### config.mk
export PLATFORM = sky130hd
export DESIGN_NAME = serial_rx_fc
export DESIGN_NICKNAME = d
export VERILOG_FILES = /design/src/rtl/serial_rx_pkg.sv /design/src/rtl/serial_rx_sync.sv /design/src/rtl/serial_rx_frame.sv /design/src/rtl/serial_rx_hold.sv /design/src/rtl/serial_rx_fc.sv
export SDC_FILE = /design/constraint.sdc
export NUM_CORES = 1
export LEC_CHECK = 0
export BUFFER_PORTS_ARGS = -buffer_cell sky130_fd_sc_hd__buf_2
export CAP_MARGIN = 20
export CELL_PAD_IN_SITES_DETAIL_PLACEMENT = 1
export CELL_PAD_IN_SITES_GLOBAL_PLACEMENT = 1
export CORE_ASPECT_RATIO = 0.7
export CORE_MARGIN = 2
export CORE_UTILIZATION = 45
export DETAILED_ROUTE_END_ITERATION = 7
export PLACE_DENSITY_LB_ADDON = 0.25
export SLEW_MARGIN = 25
export SYNTH_ARGS = -nofsm -noshare
export SYNTH_HDL_FRONTEND = slang
export SYNTH_SLANG_ARGS = --single-unit
### constraint.sdc
create_clock -name clk -period 2.2 [get_ports clk]
set_input_delay 0.33 -clock clk [delete_from_list [all_inputs] [get_ports clk]]
set_output_delay 0.33 -clock clk [all_outputs]
set_load 0.01 [all_outputs]
### src/rtl/serial_rx_pkg.sv
package serial_rx_pkg;
  typedef enum logic [2:0] {
    RX_IDLE,
    RX_START,
    RX_DATA,
    RX_PAR,
    RX_STOP
  } rx_state_e;
endpackage

### src/rtl/serial_rx_sync.sv
module serial_rx_sync #(
  parameter int STAGES = 2
) (
  input  logic clk,
  input  logic rst,
  input  logic din,
  output logic dout
);
  logic [STAGES-1:0] pipe;

  generate
    for (genvar i = 0; i < STAGES; i++) begin : g_stage
      if (i == 0) begin : g_first
        always_ff @(posedge clk) begin
          if (rst) pipe[i] <= 1'b1;
          else     pipe[i] <= din;
        end
      end else begin : g_next
        always_ff @(posedge clk) begin
          if (rst) pipe[i] <= 1'b1;
          else     pipe[i] <= pipe[i-1];
        end
      end
    end
  endgenerate

  assign dout = pipe[STAGES-1];
endmodule

### src/rtl/serial_rx_frame.sv
module serial_rx_frame
  import serial_rx_pkg::*;
#(
  parameter int DATA_W = 8,
  parameter int OSR    = 16
) (
  input  logic              clk,
  input  logic              rst,
  input  logic              os_tick,
  input  logic              rx_s,
  input  logic              rx_en,
  input  logic              par_en,
  input  logic              par_odd,
  output logic              cap,
  output logic [DATA_W-1:0] cap_data,
  output logic              cap_ferr,
  output logic              cap_perr
);
  localparam int CW  = $clog2(OSR);
  localparam int BW  = $clog2(DATA_W + 1);
  localparam logic [CW-1:0] MID  = CW'(OSR/2 - 1);
  localparam logic [CW-1:0] LAST = CW'(OSR - 1);
  localparam logic [BW-1:0] BLAST = BW'(DATA_W - 1);

  rx_state_e         st;
  logic [CW-1:0]     cnt;
  logic [BW-1:0]     bcnt;
  logic [DATA_W-1:0] shreg;
  logic              pbit;
  logic              prev;
  logic              at_mid;
  logic              at_bit;

  assign at_mid = os_tick && (cnt == MID);
  assign at_bit = os_tick && (cnt == LAST);

  always_ff @(posedge clk) begin
    if (rst) begin
      st       <= RX_IDLE;
      cnt      <= '0;
      bcnt     <= '0;
      shreg    <= '0;
      pbit     <= 1'b0;
      prev     <= 1'b1;
      cap      <= 1'b0;
      cap_data <= '0;
      cap_ferr <= 1'b0;
      cap_perr <= 1'b0;
    end else begin
      prev <= rx_s;
      cap  <= 1'b0;
      if (os_tick) cnt <= cnt + 1'b1;
      if (!rx_en) begin
        st <= RX_IDLE;
      end else begin
        unique case (st)
          RX_IDLE: begin
            if (prev && !rx_s) begin
              st  <= RX_START;
              cnt <= '0;
            end
          end
          RX_START: begin
            if (at_mid) begin
              cnt  <= '0;
              bcnt <= '0;
              st   <= rx_s ? RX_IDLE : RX_DATA;
            end
          end
          RX_DATA: begin
            if (at_bit) begin
              shreg <= {rx_s, shreg[DATA_W-1:1]};
              bcnt  <= bcnt + 1'b1;
              if (bcnt == BLAST) st <= par_en ? RX_PAR : RX_STOP;
            end
          end
          RX_PAR: begin
            if (at_bit) begin
              pbit <= rx_s;
              st   <= RX_STOP;
            end
          end
          RX_STOP: begin
            if (at_bit) begin
              cap      <= 1'b1;
              cap_data <= shreg;
              cap_ferr <= !rx_s;
              cap_perr <= par_en && ((^shreg ^ pbit) != par_odd);
              st       <= RX_IDLE;
            end
          end
          default: st <= RX_IDLE;
        endcase
      end
    end
  end
endmodule

### src/rtl/serial_rx_hold.sv
module serial_rx_hold #(
  parameter int DATA_W = 8
) (
  input  logic              clk,
  input  logic              rst,
  input  logic              cap,
  input  logic [DATA_W-1:0] cap_data,
  input  logic              cap_ferr,
  input  logic              cap_perr,
  input  logic              rd,
  input  logic              ack,
  input  logic              inv,
  input  logic              rx_en,
  output logic [DATA_W-1:0] rd_data,
  output logic              full,
  output logic              irq,
  output logic              ferr,
  output logic              perr,
  output logic              ovr,
  output logic              rts_n
);
  logic [DATA_W-1:0] hold;
  logic              full_nx;

  assign full_nx = cap ? 1'b1 : (rd ? 1'b0 : full);

  always_ff @(posedge clk) begin
    if (rst) begin
      hold    <= '0;
      rd_data <= '0;
      full    <= 1'b0;
      irq     <= 1'b0;
      ferr    <= 1'b0;
      perr    <= 1'b0;
      ovr     <= 1'b0;
      rts_n   <= 1'b1;
    end else begin
      full  <= full_nx;
      rts_n <= full_nx || !rx_en;
      if (rd) rd_data <= hold ^ {DATA_W{inv}};
      if (cap) hold <= cap_data;
      ferr <= (ferr && !rd) || (cap && cap_ferr);
      perr <= (perr && !rd) || (cap && cap_perr);
      ovr  <= (ovr && !rd) || (cap && full && !rd);
      irq  <= (irq && !ack) || cap;
    end
  end
endmodule

### src/rtl/serial_rx_fc.sv
module serial_rx_fc #(
  parameter int DATA_W = 8,
  parameter int OSR    = 16,
  parameter int SYNC   = 2
) (
  input  logic              clk,
  input  logic              rst,
  input  logic              os_tick,
  input  logic              rx_line,
  input  logic              rx_en,
  input  logic              rd_strobe,
  input  logic              irq_ack,
  input  logic              cfg_par_en,
  input  logic              cfg_par_odd,
  input  logic              cfg_invert,
  output logic [DATA_W-1:0] rd_data,
  output logic              rts_n,
  output logic              done_flag,
  output logic              irq_req,
  output logic              frame_err,
  output logic              par_err,
  output logic              ovr_err
);
  logic              rx_s;
  logic              cap_vld;
  logic [DATA_W-1:0] cap_data;
  logic              cap_ferr;
  logic              cap_perr;

  serial_rx_sync #(.STAGES(SYNC)) u_sync (
    .clk  (clk),
    .rst  (rst),
    .din  (rx_line),
    .dout (rx_s)
  );

  serial_rx_frame #(.DATA_W(DATA_W), .OSR(OSR)) u_frame (
    .clk      (clk),
    .rst      (rst),
    .os_tick  (os_tick),
    .rx_s     (rx_s),
    .rx_en    (rx_en),
    .par_en   (cfg_par_en),
    .par_odd  (cfg_par_odd),
    .cap      (cap_vld),
    .cap_data (cap_data),
    .cap_ferr (cap_ferr),
    .cap_perr (cap_perr)
  );

  serial_rx_hold #(.DATA_W(DATA_W)) u_hold (
    .clk      (clk),
    .rst      (rst),
    .cap      (cap_vld),
    .cap_data (cap_data),
    .cap_ferr (cap_ferr),
    .cap_perr (cap_perr),
    .rd       (rd_strobe),
    .ack      (irq_ack),
    .inv      (cfg_invert),
    .rx_en    (rx_en),
    .rd_data  (rd_data),
    .full     (done_flag),
    .irq      (irq_req),
    .ferr     (frame_err),
    .perr     (par_err),
    .ovr      (ovr_err),
    .rts_n    (rts_n)
  );
endmodule

==> flow_summary.yaml <==
outcome:
  status: "completed"
global_route:
  antenna_found_initial: 0
  grt_pass1_wl_mm: 8.22
  grt.overflow.total: 0
  grt.total_usage: 0.179
  grt_max_degree: 38
  grt_pass1_vias: 1655
synth:
  synth_edf_count: 0
  synthFlopType: "dfxtp_1"
  ys_types: 37
  synth_seq_cells: 56
  async_flop_share: 0
  synth_area_sq_um: 2330
  ys.warnings.count: 0
  synth_cells: 240
  syn_area_per_cell_sq_um: 9.71
  ys_seq_area_frac: 0.481
  syn_nets: 253
timing:
  clock.fmax_mhz: 588
  layout_min_cycle_time_ns: 1.70
  fin_crit_sh: 0.773
  maxSlewHeadroom: 0.580
  hold_viol_final: 0
  finClkSkew_ns: 0.0136
  setup_viol: 0
  setup_tns_ns: 0
  tightest_slew_ns: 0.629
  finalMaxSlewViolations: 0
  rsz0062_at_grt: "no"
floorplanning:
  start_util: 0.477
  die_area_sq_um: 5780
  io_pins: 24
  num_rows: 21
  die_x_um: 90.0
  core_sq_um: 4890
  die_h_um: 64.2
route:
  drcViolationCount: 0
  first_pass_iters: 4
  via_per_inst: 5.21
  met1_length_mm: 2.60
  vias: 1714
  top_layer: "met4"
  antenna_left: 0
  routed_wl_mm: 4.78
  met2_length_mm: 1.95
  wl_met3_um: 155
  wl_per_cell_um: 14.5
  drt_iter0_drc: 83
setup_path:
  path_class: "flop to flop"
  end_kind: "flop"
  r2r_end: "u_frame.bcnt[2]"
  cp-start-kind: "flop"
  reg2reg_depth: 6
  r2r-start: "u_frame.cnt[0]"
  crit_fanout: 5
  cp_data_arrival_time_ns: 1.91
  r2r_slack_ns: 0.50
  cp.required_ns: 2.41
power:
  internal-power_mw: 1.41
  clkPwrFrac: 0.377
  pwr_density_cell_nw_per_um2: 703
  finalPower_mw: 1.83
  seqPwrFrac: 0.570
  p_leak_nw: 1.13
  ir_drop_mv: 0.347
  power_switching_mw: 0.419
  swShare: 0.228
  p_comb_frac: 0.053
clock_tree:
  cts_hold_buf: 0
  clk_pin_slew_ns: 0.10
  clockBufferDepth: 2
  cts_resized: 0
  numCtsBuffers: 5
  cts_setup_buffers: 0
  tritoncts: "built"
  root_buffer: "clkbuf_8"
  cts.htree.levels: 2
  clk_latency_ns: 0.32
  clock_sinks: 56
finish:
  insertedDiodeCount: 0
  drive_gt1_frac: 0.165
  fin_nets: 272
  area_growth_pct: 11.8
hold_path:
  worst_hold_startpoint: "rx_line"
  min_to: "u_sync.pipe[0]"
  worstHoldPathType: "primary input to flop"
  holdPathStages: 2
run:
  cap_violations: 0
place:
  hpwl_mm: 3.43
  place.gp.congestion: 0.836
  port_buffers: 23
layer usage:
layer,track usage,vias to the layer above
met3,0.0377,7
met5,0,-
met1,0.259,825
li1,-,853
met4,0.0692,0
met2,0.260,29
critical path: stages, from the launching register on:
cell	delay (ns)
dfxtp_1	0.41
ha_1	0.21
and4_1	0.34
nand4b_1	0.22
a21boi_1	0.22
xnor2_1	0.14
nor2_1	0.05
cells in the final DEF, fill, tap and decap left out, types with 2 or more instances in the layout:
master,synthesis,routed
dfxtp_1,56,56
nor2_1,49,49
mux2i_1,27,27
buf_2,3,23
xnor2_1,17,17
a21oi_1,9,9
a211oi_1,9,9
nand2_1,8,8
clkbuf_8,0,5
nand3_1,4,4
nor3b_1,3,3
nand2b_1,3,3
inv_1,3,3
a22oi_1,3,3
xor2_1,3,3
or2_2,3,3
nand4_1,3,3
o21ai_0,3,3
ha_1,3,3
buf_4,2,3
nand3_2,2,2
nor2b_1,2,2
nor3_1,2,2
a21o_1,2,2
sequential cells by signal (all words and copies together), names as in the netlist, 3 cells and up:
register          count
u_hold.rd_data        8
u_frame.cap_data      8
u_hold.hold           8
u_frame.shreg         8
u_frame.bcnt          4
u_frame.cnt           4
u_frame.st            3
area by class of cell:
cell class	count	area (sq um)
flip-flops and latches	56	1120
clock buffers	5	68.8
clock inverters	3	46.3
multi-input cells	167	1130
well taps	69	86.3
inverters	3	11.3
repair buffers	26	138
fillers	578	2280
power by group through the flow:
| stage | Sequential [mW] | Combinational (mW) | Clock [mW] |
|---|---|---|---|
| floorplan | 1.07 | 0.0613 | 0 |
| global placement | 1.07 | 0.0955 | 0 |
| detailed placement | 1.07 | 0.0988 | 0 |
| CTS | 1.04 | 0.0991 | 0.708 |
| global route | 1.05 | 0.110 | 0.748 |
| finish | 1.04 | 0.0975 | 0.691 |
worst max path at each step:
stage	slack (ns)	start	depth (start not counted)	end
floorplan	0.64	u_frame.cnt[0]	5	u_frame.st[0]
global placement	0.54	u_frame.cnt[0]	5	u_frame.st[0]
detailed placement	0.51	u_frame.cnt[0]	5	u_frame.st[0]
CTS	0.49	u_frame.cnt[0]	5	u_frame.st[0]
global route	0.31	u_frame.cnt[0]	6	u_frame.bcnt[3]
finish	0.50	u_frame.cnt[0]	6	u_frame.bcnt[2]
synth_stat cells, types with 3 or more instances:
master | n | area share
o21ai_0 | 3 | 0.0064
nand2b_1 | 3 | 0.0081
mux2i_1 | 27 | 0.12
buf_1 | 3 | 0.0048
xor2_1 | 3 | 0.011
nand2_1 | 8 | 0.013
xnor2_1 | 17 | 0.064
nand4_1 | 3 | 0.0081
ha_1 | 3 | 0.016
nor2_1 | 49 | 0.079
clkbuf_1 | 6 | 0.0097
dfxtp_1 | 56 | 0.48
buf_2 | 3 | 0.0064
a22oi_1 | 3 | 0.0097
nor3b_1 | 3 | 0.0097
or2_2 | 3 | 0.0081
a21oi_1 | 9 | 0.019
a211oi_1 | 9 | 0.029
inv_1 | 3 | 0.0048
nand3_1 | 4 | 0.0086
cell families after synthesis:
group / share of synthesized area
multiplexers: 0.116
buffers and inverters: 0.0322
adder cells (fa/ha/maj): 0.0161
flip-flops: 0.481
AO/OA/AOI/OAI: 0.0816
XOR/XNOR: 0.0918
AND/OR/NAND/NOR: 0.181
stage by stage:
stage | hold slack, ns | instances | instance area, sq um | setup slack [ns] | utilization
final | 0.198 | 329 | 2610 | 0.499 | 0.533
after global routing | 0.199 | 329 | 2610 | 0.313 | 0.533
after CTS | 0.188 | 329 | 2610 | 0.490 | 0.533
after detailed placement | 0.410 | 321 | 2490 | 0.510 | 0.510
after global placement | 0.392 | 321 | 2490 | 0.538 | 0.510
after floorplan | 0.389 | 240 | 2330 | 0.638 | -
Power figures use the tool's default switching activity.
